--- src/rtl/sf_pkg.sv ---
package sf_pkg;

  typedef struct packed {
    logic        sof;
    logic        eol;
    logic        full;
    logic [23:0] rgb;
  } sf_pix_t;

  // Widen one RGB565 word to 8 bits per channel by top-bit repetition.
  function automatic logic [23:0] sf_expand565(input logic [15:0] w);
    logic [4:0] r;
    logic [5:0] g;
    logic [4:0] b;
    r = w[15:11];
    g = w[10:5];
    b = w[4:0];
    return {r, r[4:2], g, g[5:4], b, b[4:2]};
  endfunction

  // A frame needs a full refresh when its blank state or geometry moved.
  function automatic logic sf_need_full(input logic blank_now,
                                        input logic blank_prev,
                                        input logic geo_moved);
    return (blank_now != blank_prev) || geo_moved;
  endfunction

endpackage

--- src/rtl/sf_timing.sv ---
module sf_timing #(
  parameter int XW = 9,
  parameter int YW = 10,
  parameter int AW = 20
) (
  input  logic          clk,
  input  logic          rst_n,
  input  logic [XW-1:0] cfg_width,
  input  logic [YW-1:0] cfg_height,
  input  logic [AW-1:0] cfg_base,
  input  logic          disp_on,
  input  logic          go,
  output logic          slot_valid,
  output logic          slot_sof,
  output logic          slot_eol,
  output logic          slot_blank,
  output logic          slot_full,
  output logic [AW-1:0] slot_addr,
  output logic          idle
);
  import sf_pkg::*;

  logic          run_q;
  logic [XW-1:0] x_q, w_q, pw_q;
  logic [YW-1:0] y_q, h_q, ph_q;
  logic [AW-1:0] addr_q;
  logic          blank_q, pblank_q, full_q;

  logic geo_ok, last_x, last_y, geo_moved;

  assign geo_ok    = (cfg_width != '0) && (cfg_height != '0);
  assign last_x    = (x_q == w_q - 1'b1);
  assign last_y    = (y_q == h_q - 1'b1);
  assign geo_moved = (cfg_width != pw_q) || (cfg_height != ph_q);

  always_ff @(posedge clk) begin
    if (!rst_n) begin
      run_q    <= 1'b0;
      x_q      <= '0;
      y_q      <= '0;
      w_q      <= '0;
      h_q      <= '0;
      pw_q     <= '0;
      ph_q     <= '0;
      addr_q   <= '0;
      blank_q  <= 1'b1;
      pblank_q <= 1'b1;
      full_q   <= 1'b0;
    end else if (!run_q) begin
      if (geo_ok) begin
        run_q    <= 1'b1;
        w_q      <= cfg_width;
        h_q      <= cfg_height;
        pw_q     <= cfg_width;
        ph_q     <= cfg_height;
        blank_q  <= !disp_on;
        pblank_q <= !disp_on;
        full_q   <= sf_need_full(!disp_on, pblank_q, geo_moved);
        x_q      <= '0;
        y_q      <= '0;
        addr_q   <= cfg_base;
      end
    end else if (go) begin
      if (last_x) begin
        x_q <= '0;
        if (last_y) run_q <= 1'b0;
        else        y_q   <= y_q + 1'b1;
      end else begin
        x_q <= x_q + 1'b1;
      end
      if (!blank_q) addr_q <= addr_q + 1'b1;
    end
  end

  assign slot_valid = run_q;
  assign slot_sof   = (x_q == '0) && (y_q == '0);
  assign slot_eol   = last_x;
  assign slot_blank = blank_q;
  assign slot_full  = full_q && slot_sof;
  assign slot_addr  = addr_q;
  assign idle       = !run_q;

endmodule

--- src/rtl/sf_fifo.sv ---
module sf_fifo #(
  parameter int DEPTH = 2,
  parameter int WIDTH = 27,
  localparam int PW = (DEPTH > 1) ? $clog2(DEPTH) : 1,
  localparam int CW = $clog2(DEPTH + 1)
) (
  input  logic             clk,
  input  logic             rst_n,
  input  logic             push,
  input  logic [WIDTH-1:0] din,
  input  logic             pop,
  output logic [WIDTH-1:0] dout,
  output logic [CW-1:0]    count
);
  logic [WIDTH-1:0] store [DEPTH];
  logic [PW-1:0]    wp_q, rp_q;
  logic [CW-1:0]    cnt_q;

  function automatic logic [PW-1:0] bump(input logic [PW-1:0] p);
    return (p == PW'(DEPTH - 1)) ? '0 : p + 1'b1;
  endfunction

  always_ff @(posedge clk) begin
    if (!rst_n) begin
      wp_q  <= '0;
      rp_q  <= '0;
      cnt_q <= '0;
    end else begin
      if (push) wp_q <= bump(wp_q);
      if (pop)  rp_q <= bump(rp_q);
      cnt_q <= cnt_q + CW'(push) - CW'(pop);
    end
  end

  always_ff @(posedge clk) begin
    if (push) store[wp_q] <= din;
  end

  assign dout  = store[rp_q];
  assign count = cnt_q;

endmodule

--- src/rtl/sf_scanout.sv ---
module sf_scanout #(
  parameter int MAX_W = 480,
  parameter int MAX_H = 640,
  parameter int AW    = 20,
  parameter int DEPTH = 2,
  localparam int XW = $clog2(MAX_W + 1),
  localparam int YW = $clog2(MAX_H + 1),
  localparam int CW = $clog2(DEPTH + 1)
) (
  input  logic          clk,
  input  logic          rst_n,
  input  logic [XW-1:0] cfg_width,
  input  logic [YW-1:0] cfg_height,
  input  logic [AW-1:0] cfg_base,
  input  logic          disp_on,
  output logic          mem_rd_en,
  output logic [AW-1:0] mem_addr,
  input  logic [15:0]   mem_rdata,
  output logic          o_valid,
  input  logic          o_ready,
  output logic [23:0]   o_rgb,
  output logic          o_sof,
  output logic          o_eol,
  output logic          o_full
);
  import sf_pkg::*;

  // Named internal events, also observed by the bound checker.
  logic          slot_valid, slot_sof, slot_eol, slot_full;
  logic          frame_blank, tm_idle, slot_go, credit, push, pop;
  logic [CW-1:0] fifo_cnt, res_q;

  sf_timing #(.XW(XW), .YW(YW), .AW(AW)) u_timing (
    .clk(clk), .rst_n(rst_n),
    .cfg_width(cfg_width), .cfg_height(cfg_height), .cfg_base(cfg_base),
    .disp_on(disp_on), .go(slot_go),
    .slot_valid(slot_valid), .slot_sof(slot_sof), .slot_eol(slot_eol),
    .slot_blank(frame_blank), .slot_full(slot_full), .slot_addr(mem_addr),
    .idle(tm_idle)
  );

  // Credit: a slot is issued only if the buffer has room for it, counting
  // both the stored pixels and the one still in the memory pipeline.
  assign pop       = o_valid && o_ready;
  assign credit    = (res_q < CW'(DEPTH)) || pop;
  assign slot_go   = slot_valid && credit;
  assign mem_rd_en = slot_go && !frame_blank;

  always_ff @(posedge clk) begin
    if (!rst_n) res_q <= '0;
    else        res_q <= res_q + CW'(slot_go) - CW'(pop);
  end

  // One stage matching the memory read latency.
  logic d_valid, d_blank, d_sof, d_eol, d_full;
  always_ff @(posedge clk) begin
    if (!rst_n) begin
      d_valid <= 1'b0;
      d_blank <= 1'b1;
      d_sof   <= 1'b0;
      d_eol   <= 1'b0;
      d_full  <= 1'b0;
    end else begin
      d_valid <= slot_go;
      d_blank <= frame_blank;
      d_sof   <= slot_sof;
      d_eol   <= slot_eol;
      d_full  <= slot_full;
    end
  end

  sf_pix_t in_pix, out_pix;
  assign push        = d_valid;
  assign in_pix.sof  = d_sof;
  assign in_pix.eol  = d_eol;
  assign in_pix.full = d_full;
  assign in_pix.rgb  = d_blank ? 24'h0 : sf_expand565(mem_rdata);

  sf_fifo #(.DEPTH(DEPTH), .WIDTH($bits(sf_pix_t))) u_fifo (
    .clk(clk), .rst_n(rst_n),
    .push(push), .din(in_pix), .pop(pop),
    .dout(out_pix), .count(fifo_cnt)
  );

  assign o_valid = (fifo_cnt != '0);
  assign o_rgb   = out_pix.rgb;
  assign o_sof   = out_pix.sof;
  assign o_eol   = out_pix.eol;
  assign o_full  = out_pix.full;

endmodule

--- config.mk ---
export PLATFORM = sky130hd
export DESIGN_NAME = sf_scanout
export DESIGN_NICKNAME = d
export VERILOG_FILES = /design/src/rtl/sf_pkg.sv /design/src/rtl/sf_timing.sv /design/src/rtl/sf_fifo.sv /design/src/rtl/sf_scanout.sv
export SDC_FILE = /design/constraint.sdc
export NUM_CORES = 1
export LEC_CHECK = 0
export ABC_AREA = 1
export BUFFER_PORTS_ARGS = -buffer_cell sky130_fd_sc_hd__buf_2
export CAP_MARGIN = 30
export CORE_MARGIN = 2
export CORE_UTILIZATION = 48
export CTS_BUF_LIST = sky130_fd_sc_hd__clkbuf_4
export CTS_CLUSTER_SIZE = 28
export DETAILED_ROUTE_END_ITERATION = 16
export GPL_TIMING_DRIVEN = 0
export HOLD_SLACK_MARGIN = 0.08
export PLACE_DENSITY = 0.77
export SYNTH_ARGS = -nofsm -noshare
export SYNTH_HDL_FRONTEND = slang
export SYNTH_HIERARCHICAL = 1
export SYNTH_SLANG_ARGS = --single-unit
--- constraint.sdc ---
create_clock -name clk -period 2.6 [get_ports clk]
set_input_delay 0 -clock clk [delete_from_list [all_inputs] [get_ports clk]]
set_output_delay 0 -clock clk [all_outputs]
set_load 0.005 [all_outputs]
After elaboration in Yosys (flattened, before gate mapping)
Memory sizes are Yosys's and may differ from the RTL's. A register that Yosys moved wholly into a read port is not among the register bits.
Index checks and enable logic that the tools add are counted.
{"block": "word_totals", "reg_bits": 72, "in_bits": 59, "n_memories": 1, "out_inout_bits": 49, "ram_bits": 54, "wordCells": 86}
{"block": "op_classes", "n_addsub": 11, "eq_ne": 9, "magnitude_cmp": 1, "bitwise_logic": 1, "mux": 25, "n_reduce_logical": 21}
{"name": "u_fifo.store", "depth": 2, "width": 27, "rd": 1, "rd_ports_with_merged_regs": 1, "wr": 1, "line_no": "sf_fifo.sv:15", "text": "logic [WIDTH-1:0] store [DEPTH];"}
{"cell": "$mux W20", "count": 4}
{"cell": "$mux W10", "count": 5}
{"cell": "$mux W9", "count": 4}
{"cell": "$mux W24", "count": 1}
{"cell": "$add A20 B1 Y20 const B", "count": 1}
{"cell": "$mux W1", "count": 11}
{"cell": "$add A10 B1 Y10 const B", "count": 1}
{"cell": "$eq A10 B10 Y1", "count": 1}
{"cell": "$logic_not A10 Y1", "count": 1}
{"cell": "$ne A10 B10 Y1", "count": 1}
{"cell": "$reduce_bool A10 Y1", "count": 1}
{"cell": "$sub A10 B1 Y10 const B", "count": 1}
{"cell": "$add A9 B1 Y9 const B", "count": 1}
{"cell": "$eq A9 B9 Y1", "count": 1}
{"cell": "$logic_not A9 Y1", "count": 1}
{"cell": "$ne A9 B9 Y1", "count": 1}
{"cell": "$reduce_bool A9 Y1", "count": 1}
{"cell": "$sub A9 B1 Y9 const B", "count": 1}
{"cell": "$ne A2 B2 Y1 const B", "count": 4}
{"cell": "$logic_and A1 B1 Y1", "count": 6}
{"cell": "$add A2 B1 Y2", "count": 2}
{"cell": "$reduce_and A2 Y1", "count": 2}
{"cell": "$reduce_and A4 Y1", "count": 1}
{"cell": "$reduce_bool A2 Y1", "count": 2}
{"cell": "8 further kinds", "count": 13}

Depth between registers and ports, before layout
Gate-level depths: netlist (run 1).
{"block": "depth", "ltp_word": 6, "depth_mapped": 17, "mapped_depth_nobuf": 16}

Cells and area by module
The synthesis (run 1) kept the hierarchy.
{"module": "sf_timing", "area_each_um2": 4155.2, "cells_each": 625, "instances": 1}
{"module": "sf_fifo", "area_each_um2": 2269.7, "cells_each": 115, "instances": 1}
{"module": "sf_scanout", "area_each_um2": 424.2, "cells_each": 71, "instances": 1}

Worst setup path before layout (run 1)
No wires, ideal clock.
{"block": "synth_timing", "path_kind": "reg2reg", "startpoint": "register d_valid", "endpoint": "memory u_fifo.store[0][0] (enable)", "setup_time_ps": 411, "path_slack_ps": 641, "arrival_ps": 1548, "stages_incl_launch_ff": 3, "cell_sequence": "dfxtp_1 inv_1 nor2_1"}
{"block": "synth_between", "elab_chain_len": 2}
{"element": "start: declaration", "line_no": "sf_scanout.sv:55", "text": "logic d_valid, d_blank, d_sof, d_eol, d_full;"}
{"element": "start signal: assignment", "line_no": "sf_scanout.sv:64", "text": "d_valid <= slot_go;"}
{"element": "$mux W1", "line_no": "sf_fifo.sv:36", "text": "if (push) store[wp_q] <= din;"}
{"element": "$mux W1 (implied by the code)", "line_no": "sf_fifo.sv:36"}
{"element": "end: declaration", "line_no": "sf_fifo.sv:15"}
No other way between the ends.

==> results.json, run 1 <==
{
  "outcome": "finished clean",
  "synthTopCellsByArea": "edfxtp_1 (24%), dfxtp_1 (21%), nand2_1 (8.6%)",
  "yosysSeqAreaShare": 0.450,
  "tns_ps": 0,
  "io_pins": 108,
  "async_reset_ff_frac": 0,
  "synth-seq-cells": 127,
  "cts_buffer_depth": 2,
  "fmax_mhz": 451,
  "reg2reg_slack_ps": 380,
  "core_area_um2": 13900,
  "min_path_cells": 3,
  "final_common_cell": "nand2_1",
  "antenna_found_initial": 1,
  "cts_tree": "built",
  "drt-initial-drc-count": 611,
  "fin_hold_ws_ps": 228,
  "yosysWarnings": 6,
  "grt_pass1_vias": 5715,
  "postCtsSetupRepairBufs": 0,
  "die_x_um": 123,
  "n_fill_cell": 1185,
  "synthCells": 811,
  "max_slew.worst_pin.slew_ps": 881,
  "critical_path_class": "flop to flop",
  "cts_max_level": 4,
  "grt_overflow": 0,
  "routed_via_density": 5.21,
  "area_delta_synth_final_pct": 25.0,
  "crit_start": "u_timing/ph_q[0]",
  "wl_per_cell_um": 14.2,
  "cts.sinks": 127,
  "crit_end": "u_timing/y_q[1]",
  "wirelength_mm": 16.9,
  "hold_viol": 0,
  "synth-main-ff-cell": "dfxtp_1",
  "portBuffers": 107,
  "rsz0062_at_grt": "no",
  "syn_area_per_cell_um2": 8.45,
  "gp_congestion": 0.914,
  "multi_input_area_um2": 3230,
  "setup_viol": 0,
  "core.rowCount": 43,
  "drv_cap": 0,
  "grt_max_degree": 17,
  "hp-class": "input pin to flop",
  "finalCritPeriodShare": 0.852,
  "synth_top_area_frac": 0.237,
  "drive_gt1_frac": 0.236,
  "final_cell_mix": "nand2_1 (157), buf_2 (116), nor2_1 (104)",
  "slew_viol_final": 0,
  "peakVddDrop_v": 0.000258,
  "arrival_ps": 2640,
  "cp_max_fo": 10,
  "timing.rr.end": "u_timing/y_q[1]",
  "ff_latch_area_um2": 3080,
  "synth_edf_count": 54,
  "cts_root_buf": "clkbuf_4",
  "p_per_area_nw_per_um2": 626,
  "dp_hpwl_mm": 11.8,
  "yosysTopAreaCell": "edfxtp_1",
  "cts.repair.resized": 0,
  "initial_utilization": 0.492,
  "vias": 6204,
  "clock_latency_ps": 560,
  "leakage_uw": 0.00373,
  "syn-cell-area_um2": 6850,
  "mappedNetlistNets": 881,
  "p_total_uw": 5360,
  "postLayoutCoreUtil": 0.614,
  "fin_nets": 1067,
  "clk_pin_slew_ps": 120,
  "finalCriticalPeriod_ps": 2220,
  "drc": 0,
  "cp-start-kind": "flop",
  "dr.pass1.iters": 6,
  "die_h_um": 123,
  "finalClockSkew_ps": 20.5,
  "yosysUniqueCellTypes": 49,
  "ctsHoldBuffers": 58,
  "relSlewSlack": 0.412,
  "ant_nets": 0,
  "grt_util_all_layers": 0.227,
  "grt_pass1_wl_mm": 27.0,
  "die-area_um2": 15200,
  "critPathCaptureType": "flop",
  "crit_required_ps": 3020,
  "cts_made_buffers": 17,
  "r2r_cells": 15,
  "r2r_start": "u_timing/ph_q[0]"
}
where the power goes:
part | internal, µW | leakage (µW) | switching [µW] | total, µW
clock | 776 | 0.000177 | 795 | 1570
sequential | 2260 | 0.00111 | 138 | 2400
combinational | 664 | 0.00245 | 722 | 1390
cells in the mapped netlist (16+ instances only):
| library cell | instances |
|---|---|
| edfxtp_1 | 54 |
| xor2_1 | 30 |
| a21oi_1 | 40 |
| o21ai_0 | 40 |
| xnor2_1 | 16 |
| inv_1 | 73 |
| mux2_4 | 20 |
| nand4_1 | 21 |
| nor2_1 | 105 |
| nand3_1 | 33 |
| dfxtp_1 | 73 |
| nand2_1 | 157 |
cell families (layout without fill, tap and decap cells):
family | count (synthesis) | in the layout | synth area share
and+or+nand+nor | 373 | 373 | 0.246
DFF | 127 | 127 | 0.450
buffers and inverters | 117 | 316 | 0.0784
AOI/OAI and AO/OA | 110 | 110 | 0.0913
xor gates and xnor gates | 46 | 46 | 0.0588
muxes | 27 | 27 | 0.0554
adders and majority gates | 11 | 11 | 0.0201
other | 0 | 1 | 0
layer usage:
layer | global-route usage | vias up | routed length [µm]
li1 | - | 3061 | -
met1 | 0.275 | 2855 | 7140
met2 | 0.388 | 236 | 8240
met3 | 0.0461 | 52 | 1030
met4 | 0.102 | 0 | 536
met5 | 0 | - | 0
area by class of cell:
cell class,instances,share of cell area
Buffer,33,0.0259
Sequential cell,127,0.360
Inverter,84,0.0368
Clock inverter,15,0.0243
Tap cell,180,0.0263
Antenna cell,1,0.000292
Clock buffer,17,0.0149
Multi-Input combinational cell,567,0.378
Timing Repair Buffer,167,0.134
registers in the layout, summed over array words and instances, names as in the netlist, 2 cells and up, named ones only:
register and flops:
u_fifo/store 54, u_timing/slot_addr 20, u_timing/ph_q 10, u_timing/y_q 10, u_timing/pw_q 9, u_timing/x_q 9, res_q 2, u_fifo/count 2
worst max-delay path, stage by stage (launching register included):
cell and delay (ps):
dfxtp_1 470, inv_1 120, ha_1 250, nand2_1 160, nand2_1 70, nand2_1 60, nand2_1 60, nor2_2 90
nand2_2 70, nor2_4 150, nand4_4 190, nand3_4 140, buf_12 140, nand2_1 50, nand2_1 50, nor2_1 40
metrics by stage:
stage	std cells	area [µm²]	worst slack, ps
floorplan	811	6850	641
global placement	1098	7610	70.8
detailed placement	1100	7640	421
CTS	1190	8560	393
global route	1191	8560	216
finish	1191	8560	384
how the worst min path moves through the flow:
stage	start	to	slack (ps)
finish	disp_on	u_timing/pblank_q	230
global route	disp_on	u_timing/pblank_q	200
floorplan	rst_n	d_eol	90
detailed placement	disp_on	u_timing/pblank_q	250
global placement	disp_on	u_timing/pblank_q	250
CTS	disp_on	u_timing/pblank_q	160
(Power assumes the default switching activity.)
==> run 2, diff against run 1 <==
--- a/config.mk
+++ b/config.mk
@@ -8,7 +8,6 @@
 export ABC_AREA = 1
 export BUFFER_PORTS_ARGS = -buffer_cell sky130_fd_sc_hd__buf_2
 export CAP_MARGIN = 30
-export CORE_MARGIN = 2
 export CORE_UTILIZATION = 48
 export CTS_BUF_LIST = sky130_fd_sc_hd__clkbuf_4
 export CTS_CLUSTER_SIZE = 28
==> run 2 against run 1 <==
Against the previous run: cell area fell by 0.54%; cell count barely moved; largest power group unchanged; first-iteration DRC count fell by 2.1%; core utilization fell by 0.095 points; combinational power barely moved; via count fell by 0.19%; fmax fell by 0.89%; sequential share of layout area rose by 0.20 points.
==> results.json, run 2 (synthesis results as in run 1) <==
{
  "outcome": "finished clean",
  "finalCriticalPeriod_ps": 2240,
  "drv_cap": 0,
  "cts_made_buffers": 17,
  "hp-class": "input pin to flop",
  "cts_buffer_depth": 2,
  "cpMostUsedCell": "nand2_1",
  "area_delta_synth_final_pct": 24.3,
  "finalCritPeriodShare": 0.860,
  "critPathCaptureType": "flop",
  "wl_per_cell_um": 14.1,
  "drt-initial-drc-count": 598,
  "routed_via_density": 5.20,
  "initial_utilization": 0.493,
  "min_path_cells": 3,
  "peakVddDrop_v": 0.000264,
  "place_inst": 1100,
  "setup_ws_ps": 364,
  "drive_gt1_frac": 0.236,
  "cp_slowest_cell": "dfxtp_1",
  "core.rowCount": 43,
  "cts.repair.resized": 0,
  "portBuffers": 107,
  "tns_ps": 0,
  "ant_nets": 0,
  "multi_input_area_um2": 3230,
  "max_slew.worst_pin.slew_ps": 732,
  "critical_path_class": "flop to flop",
  "cp-start-kind": "flop",
  "grt_pass1_vias": 5889,
  "final_common_cell": "nand2_1",
  "cts.sinks": 127,
  "cp_num_buf_inv": 2,
  "core_area_um2": 13900,
  "r2r_cells": 15,
  "hold_viol": 0,
  "path_cells": "inv_1 -> ha_1 -> nand2_1 -> nand2_1 -> nand2_1 -> nand2_1 -> nor2_2 -> nand2_2 -> nor2_4 -> nand4_4 -> nand3_4 -> buf_12 -> nand2_1 -> nand2_1 -> nor2_1",
  "io_pins": 108,
  "p_per_area_nw_per_um2": 596,
  "ctsHoldBuffers": 58,
  "stdcell_count": 1190,
  "slew_viol_final": 0,
  "cts_root_buf": "clkbuf_4",
  "die_x_um": 121,
  "ff_latch_area_um2": 3080,
  "postCtsSetupRepairBufs": 0,
  "largest_reg_flops": 54,
  "grt_pass1_wl_mm": 27.4,
  "fmax_mhz": 447,
  "cts_tree": "built",
  "setup_viol": 0,
  "antenna_found_initial": 0,
  "dr.pass1.iters": 5,
  "relSlewSlack": 0.512,
  "leakage_uw": 0.00370,
  "drc": 0,
  "dp_hpwl_mm": 11.8,
  "grt_max_degree": 18,
  "crit_family": "simple AND/OR/NAND/NOR gates",
  "rsz0062_at_grt": "no",
  "clock_latency_ps": 550,
  "finalClockSkew_ps": 25.3,
  "fin_nets": 1067,
  "clk_pin_slew_ps": 110,
  "p_total_uw": 5080,
  "arrival_ps": 2650,
  "crit_required_ps": 3010,
  "gp_congestion": 0.918,
  "grt_util_all_layers": 0.238,
  "pre_cts_slack_ps": 420,
  "die-area_um2": 14800,
  "wirelength_mm": 16.8,
  "final_cell_mix": "nand2_1 (157), buf_2 (116), nor2_1 (104)",
  "cp_max_fo": 10,
  "slowest_delay_ps": 470,
  "grt_overflow": 0,
  "n_fill_cell": 1156,
  "cts_max_level": 4,
  "largest_register": "u_fifo/store",
  "antenna_cells": 0,
  "reg2reg_slack_ps": 360,
  "worstSetupPathDepth": 15,
  "die_h_um": 121,
  "vias": 6192
}
## run 2: cell types whose count changed in the layout (fill, tap and decap cells not counted), sizes merged
cell | previous run | this run
bufinv | 4 | 1
clkinvlp | 1 | 4
clkinv | 6 | 4
clkbuf | 28 | 29
diode | 1 | 0
inv | 88 | 89
## run 2: area by class of cell
type,instances,share of cell area
buffer,33,0.0260
sequential,127,0.362
clock inverter,14,0.0154
multi-input combinational,567,0.380
clock buffer,18,0.0159
inverter,84,0.0370
tap,180,0.0265
timing repair buffer,167,0.138
## run 2: final timing paths
check	start	to
worst min-delay path	disp_on	u_timing/pblank_q
worst min register to register	d_full	u_fifo/store[1][24]
worst max register to register	u_timing/ph_q[0]	u_timing/y_q[1]
worst max-delay path	u_timing/ph_q[0]	u_timing/y_q[1]
## run 2: where the power goes
| part | total (µW) | switching, µW | leakage [µW] | internal [µW] |
|---|---|---|---|---|
| clock | 1280 | 783 | 0.000136 | 497 |
| sequential | 2400 | 135 | 0.00111 | 2260 |
| combinational | 1400 | 726 | 0.00246 | 673 |
| total | 5080 | 1640 | 0.00370 | 3430 |
## run 2: per-layer routing
metal	global-route usage	wire length (µm)	vias up	part of all wire
li1	-	-	3071	-
met1	0.285	7230	2810	0.43
met2	0.405	8160	259	0.49
met3	0.0512	1010	52	0.060
met4	0.107	405	0	0.024
met5	0	0	-	0
## run 2: worst register-to-register path, delay by kind of cell (launching register included)
kind / cells / cell delay (ps)
and+or+nand+nor: 12 / 1140
buffers and inverters: 2 / 260
DFF: 1 / 470
adders and majority gates: 1 / 250
## run 2: through the flow
| step | hold slack [ps] | area [µm²] | util |
|---|---|---|---|
| 6_report | 227 | 8510 | 0.613 |
| 5_1_grt | 202 | 8510 | 0.613 |
| 2_1_floorplan | 93.5 | 6850 | - |
| 3_5_place_dp | 247 | 7670 | 0.552 |
| 4_1_cts | 179 | 8510 | 0.613 |
| 3_3_place_gp | 243 | 7610 | 0.548 |
==> run 3, diff against run 2 <==
--- a/config.mk
+++ b/config.mk
@@ -15,6 +15,7 @@
 export GPL_TIMING_DRIVEN = 0
 export HOLD_SLACK_MARGIN = 0.08
 export PLACE_DENSITY = 0.77
+export RECOVER_POWER = 100
 export SYNTH_ARGS = -nofsm -noshare
 export SYNTH_HDL_FRONTEND = slang
 export SYNTH_HIERARCHICAL = 1
==> run 3 against run 2 <==
Against the previous run: clock skew down 1.9 ps; highest routed layer unchanged; wire length up 1.1%; hold slack better by 3.2 ps.
==> results.json, run 3 (synthesis results as in run 1) <==
{
  "outcome": "finished clean",
  "cts_buffer_depth": 2,
  "grt_overflow": 0,
  "slew_viol_final": 0,
  "final_common_cell": "nand2_1",
  "cp-start-kind": "flop",
  "io_pins": 108,
  "grt_pass1_vias": 5889,
  "final_cell_mix": "nand2_1 (157), nor2_1 (107), buf_2 (97)",
  "crit_family": "buffers and inverters",
  "area_delta_synth_final_pct": 21.8,
  "vias": 6171,
  "largest_register": "u_fifo/store",
  "die-area_um2": 14800,
  "grt_max_degree": 18,
  "finalCriticalPeriod_ps": 2340,
  "core_area_um2": 13900,
  "cp_max_fo": 10,
  "core.rowCount": 43,
  "max_slew.worst_pin.slew_ps": 1210,
  "drv_cap": 0,
  "crit_required_ps": 3080,
  "finalCritPeriodShare": 0.898,
  "timing.rr.end": "u_timing/slot_addr[15]",
  "p_total_uw": 4940,
  "crit_end": "u_timing/slot_addr[15]",
  "die_x_um": 121,
  "drc": 0,
  "initial_utilization": 0.493,
  "tns_ps": 0,
  "wl_per_cell_um": 14.3,
  "drive_gt1_frac": 0.194,
  "clock_latency_ps": 550,
  "r2r_start": "u_timing/slot_valid",
  "arrival_ps": 2820,
  "cp_slowest_cell": "dfxtp_1",
  "postPlaceCellArea_um2": 7670,
  "cp_num_buf_inv": 4,
  "portBuffers": 107,
  "pre_cts_slack_ps": 420,
  "postLayoutCoreUtil": 0.601,
  "reg2reg_slack_ps": 260,
  "dr.pass1.iters": 5,
  "cpMostUsedCell": "nand2_1",
  "fin_nets": 1067,
  "wirelength_mm": 17.0,
  "crit_start": "u_timing/slot_valid",
  "antenna_cells": 0,
  "cts_root_buf": "clkbuf_4",
  "peakVddDrop_v": 0.000258,
  "antenna_found_initial": 0,
  "cts_max_level": 4,
  "worstSetupPathDepth": 9,
  "r2r_cells": 9,
  "critPathCaptureType": "flop",
  "grt_util_all_layers": 0.238,
  "critical_path_class": "flop to flop",
  "gp_congestion": 0.918,
  "worstHoldStart": "disp_on",
  "grt_pass1_wl_mm": 27.4,
  "final_area_um2": 8340,
  "finalClockSkew_ps": 23.3,
  "routed_via_density": 5.19,
  "setup_viol": 0,
  "p_per_area_nw_per_um2": 593,
  "rsz0062_at_grt": "no",
  "cts_made_buffers": 17,
  "path_cells": "clkbuf_1 -> inv_2 -> nand3_1 -> nand2_1 -> nand2_1 -> buf_4 -> clkbuf_2 -> nand2_1 -> a21oi_1",
  "relSlewSlack": 0.189,
  "slowest_delay_ps": 380,
  "ant_nets": 0,
  "fmax_mhz": 428,
  "clk_pin_slew_ps": 130,
  "cts_tree": "built",
  "leakage_uw": 0.00355,
  "dp_hpwl_mm": 11.8,
  "postCtsSetupRepairBufs": 0,
  "hp-class": "input pin to flop",
  "cts.sinks": 127,
  "hold_viol": 0,
  "largest_reg_flops": 54,
  "setup_ws_ps": 264,
  "die_h_um": 121,
  "drt-initial-drc-count": 552
}
-- run 3: cell types whose count changed in the layout (fill, tap and decap cells not counted), sizes merged --
cell    previous run  this run
buf              131       103
clkbuf            29        57
-- run 3: power breakdown --
group          internal (µW)  switching (µW)  total, µW
clock network            497             781       1280
logic                    559             715       1270
registers               2260             132       2390
-- run 3: cell type report --
type	instances	area (µm²)
fill	1214	5540
inverter	84	315
clock inverter	14	131
tap	180	225
timing repair buffer	167	1130
multi-input combinational	567	3160
sequential	127	3080
clock buffer	18	135
buffer	33	164
-- run 3: metal layers --
layer / GRT usage / part of all wire / routed length [µm] / up-vias
met3: 0.0512 / 0.064 / 1090 / 42
li1: - / - / - / 3057
met4: 0.107 / 0.022 / 369 / 0
met2: 0.405 / 0.48 / 8210 / 273
met5: 0 / 0 / 0 / -
met1: 0.285 / 0.43 / 7340 / 2799
-- run 3: how the worst min path moves through the flow --
stage	to	slack (ps)	cells past startpoint
6_report	u_timing/pblank_q	230	3
5_1_grt	u_timing/pblank_q	200	3
4_1_cts	u_timing/pblank_q	180	3
3_5_place_dp	u_timing/pblank_q	250	2
3_3_place_gp	u_timing/pblank_q	240	2
2_1_floorplan	d_eol	90	2
-- run 3: worst reg2reg max path, delay by kind of cell (launching register included) --
kind / cells / cell delay (ps)
and+or+nand+nor: 4 / 650
AOI/OAI and AO/OA: 1 / 160
buffers and inverters: 4 / 1090
DFF: 1 / 380
-- run 3: repair_timing --
action                                  4_1_cts  5_1_grt
endpoints found under the setup margin        0        0
gates resized for setup                       0        0
hold buffers                                 58        0
endpoints found under the hold margin       101        0
-- run 3: metrics by stage --
step                hold WS [ps]  instances
floorplan                   93.5        811
global placement             243       1098
detailed placement           247       1100
CTS                          179       1190
global route                 202       1190
finish                       231       1190
